==> config.mk <==
export PLATFORM = sky130hd
export DESIGN_NAME = keyrange_search
export DESIGN_NICKNAME = d
export VERILOG_FILES = /design/src/rtl/keyrange_pkg.sv /design/src/rtl/keyrange_keygen.sv /design/src/rtl/keyrange_match.sv /design/src/rtl/keyrange_search.sv
export SDC_FILE = /design/constraint.sdc
export NUM_CORES = 1
export LEC_CHECK = 0
export ABC_CLOCK_PERIOD_IN_PS = 6930
export BUFFER_PORTS_ARGS = -buffer_cell sky130_fd_sc_hd__buf_4
export CAP_MARGIN = 15
export CORE_MARGIN = 2
export CORE_UTILIZATION = 50
export CTS_CLUSTER_SIZE = 8
export DETAILED_ROUTE_END_ITERATION = 16
export PLACE_DENSITY = 0.88
export SLEW_MARGIN = 20
export SYNTH_ARGS = -nofsm -noshare
export SYNTH_HDL_FRONTEND = slang
export SYNTH_SLANG_ARGS = --single-unit
==> constraint.sdc <==
create_clock -name clk -period 6.93 [get_ports clk]
set_clock_uncertainty 0.15 [all_clocks]
set_input_delay 1.7325 -clock clk [delete_from_list [all_inputs] [get_ports clk]]
set_output_delay 1.7325 -clock clk [all_outputs]
set_load 0.01 [all_outputs]
==> src/rtl/keyrange_pkg.sv <==
package keyrange_pkg;

    typedef enum logic [1:0] {
        SRCH_IDLE = 2'd0,
        SRCH_RUN  = 2'd1,
        SRCH_END  = 2'd2
    } srch_state_e;

    localparam int unsigned MAX_WORKERS = 64;

    // Index of the lowest set bit; 0 when none is set.
    function automatic int unsigned lowest_set(input logic [MAX_WORKERS-1:0] v);
        int unsigned r;
        r = 0;
        for (int k = MAX_WORKERS - 1; k >= 0; k--) begin
            if (v[k]) r = k;
        end
        return r;
    endfunction

endpackage

==> src/rtl/keyrange_keygen.sv <==
module keyrange_keygen #(
    parameter int unsigned KEY_W       = 16,
    parameter int unsigned NUM_WORKERS = 4,
    localparam int unsigned IDX_W      = (NUM_WORKERS > 1) ? $clog2(NUM_WORKERS) : 1
) (
    input  logic             clk,
    input  logic             rst,
    input  logic             load,
    input  logic [KEY_W-1:0] first_key,
    input  logic [KEY_W-1:0] last_key,
    input  logic             advance,
    output logic [KEY_W-1:0] cur_key,
    output logic             spent,
    output logic [IDX_W-1:0] slot
);

    always_ff @(posedge clk) begin
        if (rst) begin
            cur_key <= '0;
            spent   <= 1'b1;
            slot    <= '0;
        end else if (load) begin
            cur_key <= first_key;
            spent   <= 1'b0;
            slot    <= '0;
        end else if (advance) begin
            if (cur_key == last_key) spent <= 1'b1;
            else                     cur_key <= cur_key + 1'b1;
            if (slot == IDX_W'(NUM_WORKERS - 1)) slot <= '0;
            else                                 slot <= slot + 1'b1;
        end
    end

endmodule

==> src/rtl/keyrange_match.sv <==
module keyrange_match
    import keyrange_pkg::*;
#(
    parameter int unsigned NUM_WORKERS = 4,
    parameter int unsigned STREAM_W    = 16,
    localparam int unsigned IDX_W      = (NUM_WORKERS > 1) ? $clog2(NUM_WORKERS) : 1
) (
    input  logic [NUM_WORKERS-1:0]          valid_done,
    input  logic [NUM_WORKERS*STREAM_W-1:0] streams,
    input  logic [STREAM_W-1:0]             target,
    output logic                            hit,
    output logic [IDX_W-1:0]                hit_idx
);

    logic [NUM_WORKERS-1:0] eq;
    logic [MAX_WORKERS-1:0] eq_wide;

    for (genvar i = 0; i < NUM_WORKERS; i++) begin : g_cmp
        assign eq[i] = valid_done[i] && (streams[i*STREAM_W +: STREAM_W] == target);
    end

    always_comb begin
        eq_wide                  = '0;
        eq_wide[NUM_WORKERS-1:0] = eq;
        hit                      = |eq;
        hit_idx                  = IDX_W'(lowest_set(eq_wide));
    end

endmodule

==> src/rtl/keyrange_search.sv <==
module keyrange_search
    import keyrange_pkg::*;
#(
    parameter int unsigned KEY_W       = 16,
    parameter int unsigned STREAM_W    = 16,
    parameter int unsigned NUM_WORKERS = 4
) (
    input  logic                            clk,
    input  logic                            rst,
    input  logic                            go,
    input  logic                            clr,
    input  logic [KEY_W-1:0]                start_key,
    input  logic [KEY_W-1:0]                end_key,
    input  logic [STREAM_W-1:0]             target,
    output logic [NUM_WORKERS-1:0]          wk_start,
    output logic [KEY_W-1:0]                wk_key,
    input  logic [NUM_WORKERS-1:0]          wk_done,
    input  logic [NUM_WORKERS*STREAM_W-1:0] wk_stream,
    output logic                            busy,
    output logic                            found,
    output logic [KEY_W-1:0]                found_key,
    output logic                            exhausted
);

    localparam int unsigned IDX_W = (NUM_WORKERS > 1) ? $clog2(NUM_WORKERS) : 1;

    srch_state_e            state_q;
    logic [NUM_WORKERS-1:0] pending_q;
    logic [KEY_W-1:0]       tag_q [NUM_WORKERS];
    logic                   found_q, exh_q;
    logic [KEY_W-1:0]       fkey_q;

    logic                   load, dispatch, spent, hit_raw, hit, running, drained;
    logic [KEY_W-1:0]       cur_key;
    logic [IDX_W-1:0]       slot, hit_idx;
    logic [NUM_WORKERS-1:0] valid_done;

    assign running    = (state_q == SRCH_RUN);
    assign load       = go && !running && (pending_q == '0);
    assign valid_done = wk_done & pending_q;
    assign hit        = hit_raw && running;
    assign dispatch   = running && !spent && !pending_q[slot] && !hit;
    assign drained    = running && spent && (pending_q == '0) && !hit;

    keyrange_keygen #(
        .KEY_W       (KEY_W),
        .NUM_WORKERS (NUM_WORKERS)
    ) u_keygen (
        .clk       (clk),
        .rst       (rst),
        .load      (load),
        .first_key (start_key),
        .last_key  (end_key),
        .advance   (dispatch),
        .cur_key   (cur_key),
        .spent     (spent),
        .slot      (slot)
    );

    keyrange_match #(
        .NUM_WORKERS (NUM_WORKERS),
        .STREAM_W    (STREAM_W)
    ) u_match (
        .valid_done (valid_done),
        .streams    (wk_stream),
        .target     (target),
        .hit        (hit_raw),
        .hit_idx    (hit_idx)
    );

    for (genvar i = 0; i < NUM_WORKERS; i++) begin : g_worker
        assign wk_start[i] = dispatch && (slot == IDX_W'(i));

        always_ff @(posedge clk) begin
            if (rst) begin
                pending_q[i] <= 1'b0;
                tag_q[i]     <= '0;
            end else if (wk_start[i]) begin
                pending_q[i] <= 1'b1;
                tag_q[i]     <= cur_key;
            end else if (valid_done[i]) begin
                pending_q[i] <= 1'b0;
            end
        end
    end

    assign wk_key = cur_key;

    always_ff @(posedge clk) begin
        if (rst) begin
            state_q <= SRCH_IDLE;
            found_q <= 1'b0;
            exh_q   <= 1'b0;
            fkey_q  <= '0;
        end else if (load) begin
            state_q <= SRCH_RUN;
            found_q <= 1'b0;
            exh_q   <= 1'b0;
        end else begin
            case (state_q)
                SRCH_RUN: begin
                    if (hit) begin
                        found_q <= 1'b1;
                        fkey_q  <= tag_q[hit_idx];
                        state_q <= SRCH_END;
                    end else if (drained) begin
                        exh_q   <= 1'b1;
                        state_q <= SRCH_END;
                    end
                end
                SRCH_END: begin
                    if (clr) begin
                        found_q <= 1'b0;
                        exh_q   <= 1'b0;
                        state_q <= SRCH_IDLE;
                    end
                end
                default: state_q <= SRCH_IDLE;
            endcase
        end
    end

    assign busy      = running;
    assign found     = found_q;
    assign found_key = fkey_q;
    assign exhausted = exh_q;

endmodule

==> results.sh, run 1 <==
export IMPL_num_antenna_cells=0
export IMPL_synth_nets=756
export IMPL_wl_per_cell_um=19.5
export IMPL_cts_setup_buffers=0
export IMPL_synth_seq_area_share_pct=44.0
export IMPL_htree_levels=3
export IMPL_grt_max_degree=32
export IMPL_fmax_mhz=171
export IMPL_finalSetupViolCount=0
export IMPL_cp_required_ns=5.05
export IMPL_n_fill_cell=990
export IMPL_cp_max_fo=19
export IMPL_hold_viol_final=0
export IMPL_critical_path_top_delay_family="simple AND/OR/NAND/NOR gates"
export IMPL_timing_max_cap_violations=0
export IMPL_grt_setup_unrepaired="no"
export IMPL_start_kind="input pin"
export IMPL_cts_buffers=9
export IMPL_syn_inst=631
export IMPL_drcViolationCount=0
export IMPL_antenna_found_initial=0
export IMPL_ys_ff_latch=107
export IMPL_cts_sinks=107
export IMPL_coreArea_um2=12500
export IMPL_clock_path_buffers=2
export IMPL_fin_crit_sh_pct=84.3
export IMPL_max_slew_margin_rel_pct=30.6
export IMPL_grt_overflow_total=0
export IMPL_ys_warn_count=0
export IMPL_avgSynthCellArea_um2=10.0
export IMPL_antenna_left=0
export IMPL_p_leak_nw=3.06
export IMPL_initial_core_util_pct=50.8
export IMPL_path_cells="buf_4, xnor2_1, or3b_2, and3b_4, a22o_1, buf_4, nor3_2, buf_4, and2_1, buf_4"
export IMPL_path_buf_inv=4
export IMPL_criticalPathCategory="in2out"
export IMPL_post_cts_resized=0
export IMPL_slowest_delay_ns=0.51
export IMPL_run_status="complete, no violations"
export IMPL_grt_pass1_wl_um=28400
export IMPL_hold_path_class="reg2reg"
export IMPL_final_seq_area_um2=2780
export IMPL_power_density_nw_per_um2=183
export IMPL_drive_gt1_share_pct=28.1
export IMPL_rows=41
export IMPL_dieArea_um2=13600
export IMPL_layout_min_cycle_time_ns=5.84
export IMPL_holdBufCountCts=0
export IMPL_crit_slowest_cell="or3b_2"
export IMPL_ios=159
export IMPL_peakVddDrop_mv=0.134
export IMPL_ctsRootBufferMaster="clkbuf_16"
export IMPL_grt_usage_pct=27.7
export IMPL_area_growth_synth_to_final_pct=24.7
export IMPL_via_per_inst=5.93
export IMPL_die_h_um=116
export IMPL_synth_edf_count=64
export IMPL_ff2ff_path_depth=7
export IMPL_async_flop_share_pct=0
export IMPL_path_common_cell="buf_4"
export IMPL_drt_wl_total_um=18400
export IMPL_path_depth=10
export IMPL_dpl_hpwl_um=13700
export IMPL_grt_pass1_vias=5240
export IMPL_arrival_ns=3.96
export IMPL_fp_dieW_um=116
export IMPL_synth_cell_types=60
export IMPL_clkTransAtPathRegs_ns=0.07
export IMPL_gp_congestion=0.931
export IMPL_dp_cells=929
export IMPL_nNetsFinal=893
export IMPL_synthFlopType="edfxtp_1"
export IMPL_min_path_cells=2
export IMPL_drtIter0Drc=393
export IMPL_port_buffer_count=158
export IMPL_clk_insertion_delay_late_ns=0.35
export IMPL_maxSlewViolCount=0
export IMPL_tritoncts="yes"
export IMPL_synth_area_um2=6330
export IMPL_vias=5606
export IMPL_finalNonFillerCells=945
export IMPL_dr_pass1_iters=5
export IMPL_multi_input_area_um2=3340
export IMPL_tightestPinTransition_ns=1.04
export IMPL_end_kind="output port"
export IMPL_finalSetupTns_ns=0
==> per-layer routing <==
layer	up-vias	routed length [um]	track usage (%)
met4	0	329	6.90
li1	2609	-	-
met1	2666	7590	38.2
met2	301	8980	45.3
met3	30	1550	5.14
met5	-	0	0
==> area by class of cell <==
type | instances | share of cell area (%)
clock buffer | 10 | 2.90
clock inverter | 6 | 0.729
inverter | 6 | 0.285
multi-input combinational | 479 | 42.4
sequential | 107 | 35.3
tap | 172 | 2.73
timing repair buffer | 165 | 15.7
==> cells in the mapped netlist, drive strengths merged (7+ instances only) <==
library cell	count	area, um2
o21ai	25	125
edfxtp	64	1920
nor2	21	81.3
buf	15	97.6
and2	70	440
nand3	46	230
nor4	27	181
nand2	24	90.1
a311oi	7	61.3
or4	7	52.6
xnor2	11	96.3
dfxtp	43	861
mux2i	17	170
a21oi	7	35.0
clkbuf	24	90.1
a211oi	11	82.6
a21bo	16	160
and3	10	62.6
xor2	71	622
o211ai	18	135
nor3	18	105
==> path summary, 6_finish.rpt <==
path / start / to / slack (ns)
setup reg to reg: u_keygen.slot[0] / tag_q[2][2] / 3.42
setup / recovery: target[13] / wk_start[0] / 1.09
hold reg to reg: found_key[8] / found_key[8] / 0.34
hold / removal: found_key[8] / found_key[8] / 0.34
==> through the flow <==
step	area (um2)	hold WS, ns	power [mW]	util (%)	setup WS [ns]
final	7890	0.343	1.44	63.3	1.09
after floorplan	6330	0.314	0.840	-	1.58
after global routing	7890	0.366	1.49	63.3	0.944
after CTS	7890	0.346	1.44	63.3	1.09
after global placement	7600	0.329	0.956	61.0	1.15
after detailed placement	7600	0.333	0.957	61.0	1.10
==> power breakdown <==
part	leakage [nW]	total, mW	switching (mW)	internal [mW]
clock	0.141	0.496	0.243	0.253
combinational	1.90	0.218	0.112	0.106
sequential	1.01	0.731	0.0339	0.697
total	3.06	1.44	0.389	1.06
==> registers in the layout (all words and copies together) (netlist names) <==
signal,flops
u_keygen.slot,2
state_q,2
pending_q,4
tag_q,64
found,1
u_keygen.spent,1
found_key,16
exhausted,1
u_keygen.cur_key,16
==> placed cells by master (no fill, tap or decap), types with 17 or more instances in the layout <==
master,synthesis,layout
and2_1,69,69
buf_4,2,165
dfxtp_1,43,43
edfxtp_1,64,64
mux2i_1,17,17
nand2_1,24,24
nand3_1,46,46
nor2_1,20,20
nor4_1,25,25
o211ai_1,18,18
o21ai_0,25,25
xor2_1,71,71
==> kinds of logic after synthesis <==
family	synth area share, %
buffers and inverters	3.32
adders and majority gates	0.989
muxes	3.05
AOI/OAI and AO/OA	13.8
xor gates and xnor gates	11.4
DFF	44.0
and+or+nand+nor	23.5
==> tightest hold or removal path: stages, from the launching register on <==
cell and delay (ns):
dfxtp_1 0.31, nand3_1 0.06, o211ai_1 0.07
Power figures use the tool's default switching activity.
==> inputs of run 2 (changes only) <==
ABC_CLOCK_PERIOD_IN_PS = 5390   (was 6930)
clock period = 5.39 ns   (was 6.93 ns; I/O delays follow)
==> run 2 against run 1 <==
  * Final cell count up 0.32%
  * Clock-buffer cell count down 1
  * Non-clock buffer count up 3
  * Sequential power up 28%
  * Hold slack worse by 0.0040 ns
  * Register-to-register slack worse by 1.6 ns
  * Critical path depth down 2
  * First-iteration DRC count up 24%
  * Die area unchanged
  * Sequential share of layout area down 0.17 points
  * Power up 31%
  * Critical endpoint is now wk_start[3]
  * Largest cell class unchanged
==> results.sh, run 2 (synthesis gave the netlist of run 1 again) <==
export IMPL_run_status="complete, no violations"
export IMPL_dieArea_um2=13600
export IMPL_gp_congestion=0.953
export IMPL_vias=5669
export IMPL_max_flop_register="tag_q"
export IMPL_grt_pass1_wl_um=29400
export IMPL_postLayoutCoreUtil_pct=63.6
export IMPL_antenna_left=0
export IMPL_switching_power_mw=0.521
export IMPL_stdcell_area_um2=7930
export IMPL_rows=41
export IMPL_p_seq_share_pct=49.8
export IMPL_finalNonFillerCells=948
export IMPL_antenna_found_initial=0
export IMPL_clk_insertion_delay_late_ns=0.35
export IMPL_ios=159
export IMPL_htree_levels=3
export IMPL_port_buffer_count=158
export IMPL_multi_input_area_um2=3340
export IMPL_finalSetupTns_ns=0
export IMPL_start_kind="input pin"
export IMPL_drt_wl_total_um=19300
export IMPL_hold_viol_final=0
export IMPL_nNetsFinal=896
export IMPL_comb_power_share_pct=14.8
export IMPL_place_area_um2=7620
export IMPL_cts_sinks=107
export IMPL_met3WireLength_um=1660
export IMPL_drive_gt1_share_pct=28.5
export IMPL_grt_setup_unrepaired="no"
export IMPL_internal_power_mw=1.37
export IMPL_cp_required_ns=3.89
export IMPL_arrival_ns=3.51
export IMPL_post_cts_resized=0
export IMPL_grt_pass1_vias=5468
export IMPL_peakVddDrop_mv=0.182
export IMPL_finalSetupViolCount=0
export IMPL_fmax_mhz=200
export IMPL_p_leak_nw=3.08
export IMPL_ctsRootBufferMaster="clkbuf_16"
export IMPL_clkTransAtPathRegs_ns=0.08
export IMPL_dpl_hpwl_um=13900
export IMPL_netSwitchingFraction_pct=27.6
export IMPL_clock_path_buffers=2
export IMPL_coreArea_um2=12500
export IMPL_timing_max_cap_violations=0
export IMPL_layout_commonest_cell="buf_4"
export IMPL_pwr_share_clk_pct=35.4
export IMPL_drcViolationCount=0
export IMPL_grt_usage_pct=28.7
export IMPL_drtIter0Drc=487
export IMPL_cp_max_fo=15
export IMPL_hold_path_class="reg2reg"
export IMPL_final_cell_mix="buf_4 (168), xor2_1 (71), and2_1 (69)"
export IMPL_wl_met1_um=7660
export IMPL_grt_max_degree=25
export IMPL_cts_setup_buffers=0
export IMPL_grt_overflow_total=0
export IMPL_fin_crit_sh_pct=92.9
export IMPL_criticalPathCategory="in2out"
export IMPL_holdBufCountCts=0
export IMPL_n_fill_cell=986
export IMPL_dr_pass1_iters=5
export IMPL_layout_min_cycle_time_ns=5.01
export IMPL_wl_met2_um=9520
export IMPL_top_layer_used="met4"
export IMPL_largest_register_ffs=64
export IMPL_area_growth_synth_to_final_pct=25.3
export IMPL_tightestPinTransition_ns=0.848
export IMPL_wl_per_cell_um=20.4
export IMPL_tritoncts="yes"
export IMPL_final_seq_area_um2=2780
export IMPL_p_total_mw=1.89
export IMPL_maxSlewViolCount=0
export IMPL_cts_buffers=9
export IMPL_die_h_um=116
export IMPL_via_per_inst=5.98
export IMPL_dp_cells=932
export IMPL_max_slew_margin_rel_pct=43.2
export IMPL_power_density_nw_per_um2=238
export IMPL_fp_dieW_um=116
export IMPL_end_kind="output port"
export IMPL_initial_core_util_pct=50.8
export IMPL_num_antenna_cells=0
-- run 2: cell types whose count changed in the layout (fill, tap and decap cells not counted) --
cell      delta
buf_4        +3
clkbuf_1     -1
inv_6        +1
nor2_2       +1
clkinv_4     -2
nor2_4       -1
clkinv_8     +2
-- run 2: path summary, 6_finish.rpt --
check	start	to	slack [ns]	cells after the start
setup / recovery	target[4]	wk_start[3]	0.38	8
hold / removal	found	found	0.34	2
setup reg to reg	u_keygen.slot[0]	tag_q[2][9]	1.83	7
hold reg to reg	found	found	0.34	2
-- run 2: final cells by class --
class	count	area share, %
Sequential cell	107	35.1
Clock buffer	9	2.84
Multi-Input combinational cell	479	42.1
Clock inverter	7	1.03
Inverter	6	0.284
Timing Repair Buffer	168	15.9
Tap cell	172	2.71
-- run 2: power groups by stage --
stage	sequential [mW]	clock [mW]	combinational, mW
floorplan	0.937	0	0.142
finish	0.939	0.668	0.280
global route	0.943	0.699	0.302
global placement	0.953	0	0.275
CTS	0.937	0.668	0.277
detailed placement	0.955	0	0.275
-- run 2: through the flow --
step	hold WS, ns	setup slack (ns)
final	0.339	0.384
after global routing	0.370	0.213
after CTS	0.341	0.442
after detailed placement	0.328	0.456
after global placement	0.323	0.478
after floorplan	0.314	0.812
-- run 2: worst max-delay path: stages --
cell and delay, ns:
buf_4 0.14, xor2_1 0.25, or3b_2 0.20, and3b_4 0.23, a22o_1 0.26, nor3_2 0.65
and2_1 0.28, buf_4 0.15
-- run 2: metal layers --
metal / vias to the layer above / global-route usage (%)
met2: 334 / 48.1
met5: - / 0
li1: 2616 / -
met1: 2669 / 37.7
met4: 0 / 9.21
met3: 50 / 5.55
